### src/rtl/conv_regif_pkg.sv
package conv_regif_pkg;

    localparam int BUS_W     = 8;
    localparam int WORD_W    = 2 * BUS_W;
    localparam int REG_W     = WORD_W - 2;
    localparam int CAL_N     = 10;
    localparam int CAL_IDX_W = $clog2(CAL_N);
    localparam int RDSEL_LSB = 6;
    localparam int CSEL_LSB  = 8;

    typedef enum logic [1:0] {
        TGT_NONE = 2'b00,
        TGT_TEST = 2'b01,
        TGT_CAL  = 2'b10,
        TGT_CTRL = 2'b11
    } wr_tgt_e;

    typedef enum logic [1:0] {
        SRC_RESULT = 2'b00,
        SRC_TEST   = 2'b01,
        SRC_CAL    = 2'b10,
        SRC_STATUS = 2'b11
    } rd_src_e;

    typedef struct packed {
        wr_tgt_e            tgt;
        logic [REG_W-1:0]   payload;
    } wr_word_t;

    typedef logic [CAL_IDX_W-1:0] cal_idx_t;

    function automatic cal_idx_t grp_first(input logic [1:0] csel);
        case (csel)
            2'b10:   grp_first = cal_idx_t'(1);
            default: grp_first = cal_idx_t'(0);
        endcase
    endfunction

    function automatic cal_idx_t grp_last(input logic [1:0] csel);
        case (csel)
            2'b00:   grp_last = cal_idx_t'(CAL_N - 1);
            2'b01:   grp_last = cal_idx_t'(1);
            2'b10:   grp_last = cal_idx_t'(1);
            default: grp_last = cal_idx_t'(0);
        endcase
    endfunction

    function automatic cal_idx_t grp_step(input cal_idx_t idx, input logic [1:0] csel);
        if (idx >= grp_last(csel))
            grp_step = grp_first(csel);
        else
            grp_step = idx + cal_idx_t'(1);
    endfunction

endpackage

### src/rtl/regif_byte_seq.sv
module regif_byte_seq
    import conv_regif_pkg::*;
(
    input  logic              clk,
    input  logic              rst,
    input  logic              cs_n,
    input  logic              rd_n,
    input  logic              wr_n,
    input  logic [BUS_W-1:0]  bus_in,
    output logic              wr_phase,
    output logic              rd_phase,
    output logic              word_vld,
    output wr_word_t          word,
    output logic              rd_lo_done,
    output logic              rd_hi_done
);
    logic             wr_q, rd_q;
    logic [BUS_W-1:0] cur_byte, lo_byte;
    logic             wr_rise, rd_rise;

    assign wr_rise    = !cs_n && wr_n && !wr_q;
    assign rd_rise    = !cs_n && rd_n && !rd_q;
    assign rd_lo_done = rd_rise && !rd_phase;
    assign rd_hi_done = rd_rise &&  rd_phase;

    always_ff @(posedge clk) begin
        if (rst) begin
            wr_q <= 1'b1;
            rd_q <= 1'b1;
        end else begin
            wr_q <= wr_n;
            rd_q <= rd_n;
        end
    end

    always_ff @(posedge clk) begin
        if (rst)
            cur_byte <= '0;
        else if (!cs_n && !wr_n)
            cur_byte <= bus_in;
    end

    always_ff @(posedge clk) begin
        if (rst) begin
            wr_phase <= 1'b0;
            lo_byte  <= '0;
            word_vld <= 1'b0;
            word     <= '0;
        end else begin
            word_vld <= 1'b0;
            if (wr_rise) begin
                if (!wr_phase) begin
                    lo_byte  <= cur_byte;
                    wr_phase <= 1'b1;
                end else begin
                    word     <= wr_word_t'({cur_byte, lo_byte});
                    word_vld <= 1'b1;
                    wr_phase <= 1'b0;
                end
            end
        end
    end

    always_ff @(posedge clk) begin
        if (rst)
            rd_phase <= 1'b0;
        else if (rd_rise)
            rd_phase <= !rd_phase;
    end

endmodule

### src/rtl/regif_regbank.sv
module regif_regbank
    import conv_regif_pkg::*;
(
    input  logic                           clk,
    input  logic                           rst,
    input  logic                           word_vld,
    input  wr_word_t                       word,
    input  logic                           rd_hi_done,
    output logic [REG_W-1:0]               ctrl_q,
    output logic [REG_W-1:0]               test_q,
    output logic [CAL_N-1:0][REG_W-1:0]    cal_q,
    output cal_idx_t                       cal_idx
);
    logic    [1:0] csel;
    rd_src_e       rsel;
    logic          wr_test, wr_cal, wr_ctrl, cal_rd_step;

    assign csel        = ctrl_q[CSEL_LSB +: 2];
    assign rsel        = rd_src_e'(ctrl_q[RDSEL_LSB +: 2]);
    assign wr_test     = word_vld && (word.tgt == TGT_TEST);
    assign wr_cal      = word_vld && (word.tgt == TGT_CAL);
    assign wr_ctrl     = word_vld && (word.tgt == TGT_CTRL);
    assign cal_rd_step = rd_hi_done && (rsel == SRC_CAL);

    always_ff @(posedge clk) begin
        if (rst)
            ctrl_q <= '0;
        else if (wr_ctrl)
            ctrl_q <= word.payload;
    end

    always_ff @(posedge clk) begin
        if (rst)
            test_q <= '0;
        else if (wr_test)
            test_q <= word.payload;
    end

    always_ff @(posedge clk) begin
        if (rst)
            cal_idx <= '0;
        else if (wr_ctrl)
            cal_idx <= grp_first(word.payload[CSEL_LSB +: 2]);
        else if (wr_cal || cal_rd_step)
            cal_idx <= grp_step(cal_idx, csel);
    end

    for (genvar i = 0; i < CAL_N; i++) begin : g_cal
        always_ff @(posedge clk) begin
            if (rst)
                cal_q[i] <= '0;
            else if (wr_cal && (cal_idx == cal_idx_t'(i)))
                cal_q[i] <= word.payload;
        end
    end

endmodule

### src/rtl/regif_rdmux.sv
module regif_rdmux
    import conv_regif_pkg::*;
#(
    parameter int RES_W  = 12,
    parameter int STAT_W = 16
) (
    input  logic                           clk,
    input  logic                           rst,
    input  logic                           cs_n,
    input  logic                           rd_n,
    input  logic                           rd_phase,
    input  logic                           rd_lo_done,
    input  logic [REG_W-1:0]               ctrl_q,
    input  logic [REG_W-1:0]               test_q,
    input  logic [CAL_N-1:0][REG_W-1:0]    cal_q,
    input  cal_idx_t                       cal_idx,
    input  logic [RES_W-1:0]               result_in,
    input  logic [STAT_W-1:0]              status_in,
    output logic [BUS_W-1:0]               bus_out,
    output logic                           bus_oe
);
    localparam int RES_PAD  = WORD_W - RES_W;
    localparam int REG_PAD  = WORD_W - REG_W;

    logic [WORD_W-1:0] src_word, snap;
    rd_src_e           rsel;

    assign rsel = rd_src_e'(ctrl_q[RDSEL_LSB +: 2]);

    always_comb begin
        case (rsel)
            SRC_RESULT: src_word = {{RES_PAD{1'b0}}, result_in};
            SRC_TEST:   src_word = {{REG_PAD{1'b0}}, test_q};
            SRC_CAL:    src_word = {{REG_PAD{1'b0}}, cal_q[cal_idx]};
            default:    src_word = WORD_W'(status_in);
        endcase
    end

    always_ff @(posedge clk) begin
        if (rst)
            snap <= '0;
        else if (rd_lo_done)
            snap <= src_word;
    end

    assign bus_out = rd_phase ? snap[WORD_W-1:BUS_W] : src_word[BUS_W-1:0];
    assign bus_oe  = !cs_n && !rd_n;

endmodule

### src/rtl/conv_regif.sv
module conv_regif
    import conv_regif_pkg::*;
#(
    parameter int RES_W  = 12,
    parameter int STAT_W = 16
) (
    input  logic                      clk,
    input  logic                      rst,
    input  logic                      cs_n,
    input  logic                      rd_n,
    input  logic                      wr_n,
    input  logic [BUS_W-1:0]          bus_in,
    output logic [BUS_W-1:0]          bus_out,
    output logic                      bus_oe,
    input  logic [RES_W-1:0]          result_in,
    input  logic [STAT_W-1:0]         status_in,
    output logic [REG_W-1:0]          ctrl_out,
    output logic [REG_W-1:0]          test_out,
    output logic [CAL_N*REG_W-1:0]    cal_out
);
    logic                         wr_phase, rd_phase, word_vld;
    logic                         rd_lo_done, rd_hi_done;
    wr_word_t                     word;
    logic [CAL_N-1:0][REG_W-1:0]  cal_q;
    cal_idx_t                     cal_idx;

    regif_byte_seq u_seq (
        .clk        (clk),
        .rst        (rst),
        .cs_n       (cs_n),
        .rd_n       (rd_n),
        .wr_n       (wr_n),
        .bus_in     (bus_in),
        .wr_phase   (wr_phase),
        .rd_phase   (rd_phase),
        .word_vld   (word_vld),
        .word       (word),
        .rd_lo_done (rd_lo_done),
        .rd_hi_done (rd_hi_done)
    );

    regif_regbank u_bank (
        .clk        (clk),
        .rst        (rst),
        .word_vld   (word_vld),
        .word       (word),
        .rd_hi_done (rd_hi_done),
        .ctrl_q     (ctrl_out),
        .test_q     (test_out),
        .cal_q      (cal_q),
        .cal_idx    (cal_idx)
    );

    regif_rdmux #(.RES_W(RES_W), .STAT_W(STAT_W)) u_mux (
        .clk        (clk),
        .rst        (rst),
        .cs_n       (cs_n),
        .rd_n       (rd_n),
        .rd_phase   (rd_phase),
        .rd_lo_done (rd_lo_done),
        .ctrl_q     (ctrl_out),
        .test_q     (test_out),
        .cal_q      (cal_q),
        .cal_idx    (cal_idx),
        .result_in  (result_in),
        .status_in  (status_in),
        .bus_out    (bus_out),
        .bus_oe     (bus_oe)
    );

    assign cal_out = cal_q;

endmodule

### config.mk
export PLATFORM = sky130hd
export DESIGN_NAME = conv_regif
export DESIGN_NICKNAME = d
export VERILOG_FILES = /design/src/rtl/conv_regif_pkg.sv /design/src/rtl/regif_byte_seq.sv /design/src/rtl/regif_regbank.sv /design/src/rtl/regif_rdmux.sv /design/src/rtl/conv_regif.sv
export SDC_FILE = /design/constraint.sdc
export NUM_CORES = 1
export LEC_CHECK = 0
export ABC_AREA = 1
export BUFFER_PORTS_ARGS = -buffer_cell sky130_fd_sc_hd__buf_4
export CAP_MARGIN = 0
export CORE_MARGIN = 4
export CORE_UTILIZATION = 47
export CTS_BUF_LIST = sky130_fd_sc_hd__clkbuf_4 sky130_fd_sc_hd__clkbuf_8
export DETAILED_ROUTE_END_ITERATION = 7
export PLACE_DENSITY_LB_ADDON = 0.08
export SYNTH_ARGS = -nofsm -noshare
export SYNTH_HDL_FRONTEND = slang
export SYNTH_SLANG_ARGS = --single-unit
### constraint.sdc
create_clock -name clk -period 5.6 [get_ports clk]
set_input_delay 1.12 -clock clk [delete_from_list [all_inputs] [get_ports clk]]
set_output_delay 1.12 -clock clk [all_outputs]
set_load 0.02 [all_outputs]
* After elaboration in Yosys (flattened, before gate mapping) *
Cells that the tools add are included.

word-level totals
  bits in latches = 0
  bits in writable memories = 0
  bits in read-only memories = 0
  word-level logic and storage cells = 97
  memories = 0
  register bits = 225

operators by class
  $add $sub $neg = 1
  reduce and logical (&&, ||, !) cells = 37
  bitwise operators = 2
  $lt $le $gt $ge = 2
  eq/ne operators = 17
  $mul = 0
  multiplexer cells = 15
  shift operators = 0
  div/mod/pow operators = 0

operators by type and width
  cell                                                                   number
  14-bit binary-select mux with 4-bit select                             1
  16-bit case mux with 3 select lines                                    1
  4-bit 2-to-1 mux                                                       6
  1-bit logical AND                                                      22
  4-bit by 3-bit == test with 1-bit output (second input constant)       4
  14-bit 2-to-1 mux                                                      1
  2-bit == test (second input constant)                                  5
  4-bit by 2-bit == test with 1-bit output (second input constant)       2
  4-bit == test (second input constant)                                  2
  8-bit 2-to-1 mux                                                       1
  4-bit case mux with 2 select lines                                     1
  2-bit by 1-bit == test with 1-bit output (second input constant)       3
  1-bit logical NOT                                                      6
  4-bit by 5-bit < comparator with 1-bit output (second input constant)  1
  4-bit by 1-bit adder with 4-bit output (second input constant)         1
  4-bit by 1-bit == test with 1-bit output (second input constant)       1
  4-bit greater-or-equal comparator                                      1
  2-bit logical NOT                                                      2
  4-bit logical NOT                                                      1
  1-bit 2-to-1 mux                                                       4
  2-bit AND reduction                                                    2
  2-bit OR reduction                                                     2
  1-bit inverter                                                         2
  2-bit nonzero test                                                     1
  1-bit logical OR                                                       1

* Longest topological paths before layout *
  depth in word-level cells = 13
  mapped depth = 12

* Hierarchy *
From an unflattened synthesis, not the netlist that was laid out.

unflattened totals
  cell total of the unflattened synthesis = 1475
  area total of the unflattened synthesis = 10124.7 um2

modules (own cells, without submodules)
  module          cells each  times used  area each (um2)
  regif_regbank   815         1           6427.4
  regif_rdmux     485         1           2249.7
  regif_byte_seq  175         1           1447.6

* Worst setup path after synthesis *
OpenSTA, ideal clock, no wires.

  path type = input to output
  from = in result_in[6]
  to = out bus_out[6]
  path buffers = 0
  path slack = 2848 ps
  stages on the path = 4
  arrival time = 1632 ps
  cells stage by stage = a221oi_1 nand2_1 nand2_1 nand2_1

between the ends
  longest elaborated chain between the ends = 2

RTL lines
  what                                 line               RTL
  from (decl)                          conv_regif.sv:15   input logic [RES_W-1:0] result_in,
  16-bit case mux with 3 select lines  regif_rdmux.sv:31  case (rsel)
  8-bit 2-to-1 mux                     regif_rdmux.sv:46  assign bus_out = rd_phase ? snap[WORD_W-1:BUS_W] : src_word[BUS_W-1:0];
  to (decl)                            conv_regif.sv:13   output logic [BUS_W-1:0] bus_out,

Every way passes these cells.

* Worst setup path after layout *
  from = reg u_bank.cal_idx[1]
  to = out bus_out[0]

between the ends
  longest elaborated chain between the ends = 4

RTL lines
  what                                        line                 RTL
  from (decl)                                 regif_regbank.sv:12  output cal_idx_t cal_idx
  from (signal assigned)                      regif_regbank.sv:43  cal_idx <= grp_first(word.payload[CSEL_LSB +: 2]);
  from (signal assigned)                      regif_regbank.sv:45  cal_idx <= grp_step(cal_idx, csel);
  14-bit binary-select mux with 4-bit select  regif_rdmux.sv:34    SRC_CAL: src_word = {{REG_PAD{1'b0}}, cal_q[cal_idx]};
  14-bit 2-to-1 mux (implied by the code)     regif_rdmux.sv:34
  16-bit case mux with 3 select lines         regif_rdmux.sv:31
  8-bit 2-to-1 mux                            regif_rdmux.sv:46

Every way passes these cells. The select of a mux whose other input is x is not followed.

==> impl_metrics.yaml <==
worst_setup_path:
  r2r_slack_ns: 2.76
  path_class: "flip-flop to output port"
  cp_common_cell: "nand2_1"
  critPathSlowestCell: "clkinv_1"
  crit_required_ns: 4.48
  worst-path-buf-inv: 3
  cp.arrival_ns: 2.95
  cp_top_family: "buffers and inverters"
  worstPathMaxFanout: 29
  cpPeakStageDelay_ns: 0.70
  end_kind: "output port"
  crit_chain: "buf_4 -> clkinv_1 -> nor2_1 -> o21ai_0 -> nand2_1 -> nand2_1 -> nand3_1 -> nand2_1 -> nand3_1 -> nand2_1 -> nand2_1 -> buf_4"
  crit_path_start_kind: "flip-flop"
min_path:
  min_path_type: "flip-flop to flip-flop"
placed_design:
  port_buffers: 217
  hpwl_mm: 20.5
  gp_congestion: 0.892
  place_inst: 1627
  preCtsSetupSlack_ns: 2.07
  dpl_cell_area_mm2: 0.0108
synthesis:
  netlist_instances: 1241
  synth.distinct_cells: 31
  synth_seq_cells: 217
  yosysSeqAreaShare_pct: 47.2
  synth.area.top_cells: "dfxtp_1 47%, o21ai_0 12%, a21oi_1 11%, nand2_1 8.7%, inv_1 3.3%"
  ys_warn_count: 0
  avgSynthCellArea_um2: 7.42
  yosysTopAreaCellShare_pct: 47.2
  post-synth-top-area-cell: "dfxtp_1"
  syn_nets: 1288
  syn-cell-area_mm2: 0.00920
timing:
  tightest_slew_ns: 1.18
  setup_ws_ns: 1.53
  maxSlewHeadroom_pct: 21.3
  skew_ns: 0.0137
  fin_setup_tns_ns: 0
  rsz0062_at_grt: "no"
  slew_viol_final: 0
  min_period_ns: 4.07
  finalSetupViolCount: 0
  post-route-period-util_pct: 72.7
  finalHoldViolCount: 0
  clock.fmax_mhz: 246
final_layout:
  diodes: 0
  area_growth_pct: 25.4
  instances_no_fill: 1691
  fill_cells: 1783
  final_area_mm2: 0.0115
  drive_gt1_share_pct: 21.7
  final_nets: 1453
clocking:
  clockBufferDepth: 3
  path_clk_slew_ns: 0.06
  cts_setup_buffers: 0
  numCtsBuffers: 37
  cts_resized: 0
  cts_root_buf: "clkbuf_8"
  cts_tree: "yes"
  postCtsHoldBufs: 0
  clock_sinks: 217
  htreeDepth: 2
  clock_latency_ns: 0.52
global_routing:
  grt_pass1_wl_mm: 46.6
  grt-ovfl-total: 0
  grt_use_total_pct: 26.7
  grt_max_degree: 100
  grt_pass1_vias: 8144
  antenna_found_initial: 0
routing:
  ant_nets: 0
  first_iter_violations: 864
  avgRoutedWirePerCell_um: 18.2
  drt-vias-per-instance: 5.43
  num_vias: 9179
  drtPass1Iterations: 5
  wl_mm: 30.8
  drc_errors: 0
die:
  coreArea_mm2: 0.0190
  num_io_pins: 218
  die-area_mm2: 0.0219
  initial_core_util_pct: 48.6
  rows: 50
  dieWidth_um: 148
  die_y_um: 148
power:
  vdd_drop_max_uv: 220
  finalPower_uw: 3120
  p_per_area_mw_per_mm2: 270
  leakage_uw: 0.00519
status:
  status: "complete, no violations"
run:
  drv_cap: 0
per-layer routing:
layer | up-vias | wire, um | GRT usage, %
met3 | 41 | 2780 | 5.79
met1 | 4220 | 13900 | 38.3
li1 | 4510 | - | -
met2 | 408 | 13500 | 40.6
met5 | - | 0 | 0
met4 | 0 | 662 | 7.85
through the flow:
step                hold slack [ns]  utilization [%]
CTS                           0.457             60.9
finish                        0.454             60.9
detailed placement            0.440             56.8
floorplan                     0.423                -
global placement              0.434             56.8
global route                  0.479             60.9
registers in the layout, indices dropped and copies added, names as in the netlist:
register,count
u_bank.cal_idx,4
u_bank.cal_q,140
u_bank.ctrl_q,14
u_bank.test_q,14
u_mux.snap,8
u_seq.cur_byte,8
u_seq.lo_byte,8
u_seq.rd_phase,1
u_seq.rd_q,1
u_seq.word,16
u_seq.word_vld,1
u_seq.wr_phase,1
u_seq.wr_q,1
power by group:
group / total (uW) / switching [uW] / internal (uW)
sequential: 1560 / 4.06 / 1550
combinational: 88.0 / 50.6 / 37.4
clock: 1480 / 630 / 845
total: 3120 / 685 / 2440
cell families (layout without fill, tap and decap cells):
group / count (synthesis) / in the layout / synth area share, %
DFF: 217 / 217 / 47.2
buffers and inverters: 185 / 375 / 8.36
adders and majority gates: 6 / 6 / 0.816
AOI/OAI and AO/OA: 483 / 483 / 27.1
and+or+nand+nor: 350 / 350 / 16.5
path summary, 6_finish.rpt:
kind                startpoint               end  cells past startpoint
max reg2reg  u_bank.cal_idx[0]  u_bank.cal_q[59]                      6
min reg2reg   u_seq.lo_byte[5]     u_seq.word[5]                      2
max          u_bank.cal_idx[1]        bus_out[0]                     12
min           u_seq.lo_byte[5]     u_seq.word[5]                      2
worst register-to-register path, cell delays in order (launching register included):
cell and delay [ns]:
dfxtp_2 0.32, inv_2 0.84, ha_1 0.29, inv_1 0.12
nor3_4 0.87, o21ai_0 0.18, a21oi_1 0.15
synth_stat cells:
library cell	number
a21o_1	1
a21oi_1	198
a221oi_1	12
a31oi_1	1
buf_1	2
buf_2	22
buf_4	4
buf_6	4
clkbuf_1	65
clkinv_1	2
dfxtp_1	217
ha_1	6
inv_1	82
inv_2	3
inv_4	1
nand2_1	213
nand3_1	35
nand3b_1	1
nand4_1	2
nor2_1	80
nor2_2	1
nor2_4	1
nor3_1	2
nor3_2	1
nor3_4	10
o211ai_1	1
o21ai_0	219
o21ai_1	32
o22ai_1	17
o31ai_1	2
or2_2	4
final cells by class:
class	count	area (um2)	area share, %
inverter	88	335	2.90
timing repair buffer	223	1670	14.5
tap	260	325	2.82
sequential	217	4350	37.6
multi-input combinational	839	4090	35.4
clock buffer	60	751	6.50
clock inverter	4	22.5	0.195
layout by cell type (no fill, tap or decap), types with 3 or more instances in the layout:
master    count
buf_4       223
o21ai_0     219
dfxtp_1     216
nand2_1     213
a21oi_1     198
inv_1        80
nor2_1       80
clkbuf_8     48
nand3_1      35
o21ai_1      32
o22ai_1      17
a221oi_1     12
clkbuf_4     12
nor3_4       10
ha_1          6
inv_2         4
or2_2         4
clkinv_2      3
No activity file was read; power rests on OpenSTA's default activity.
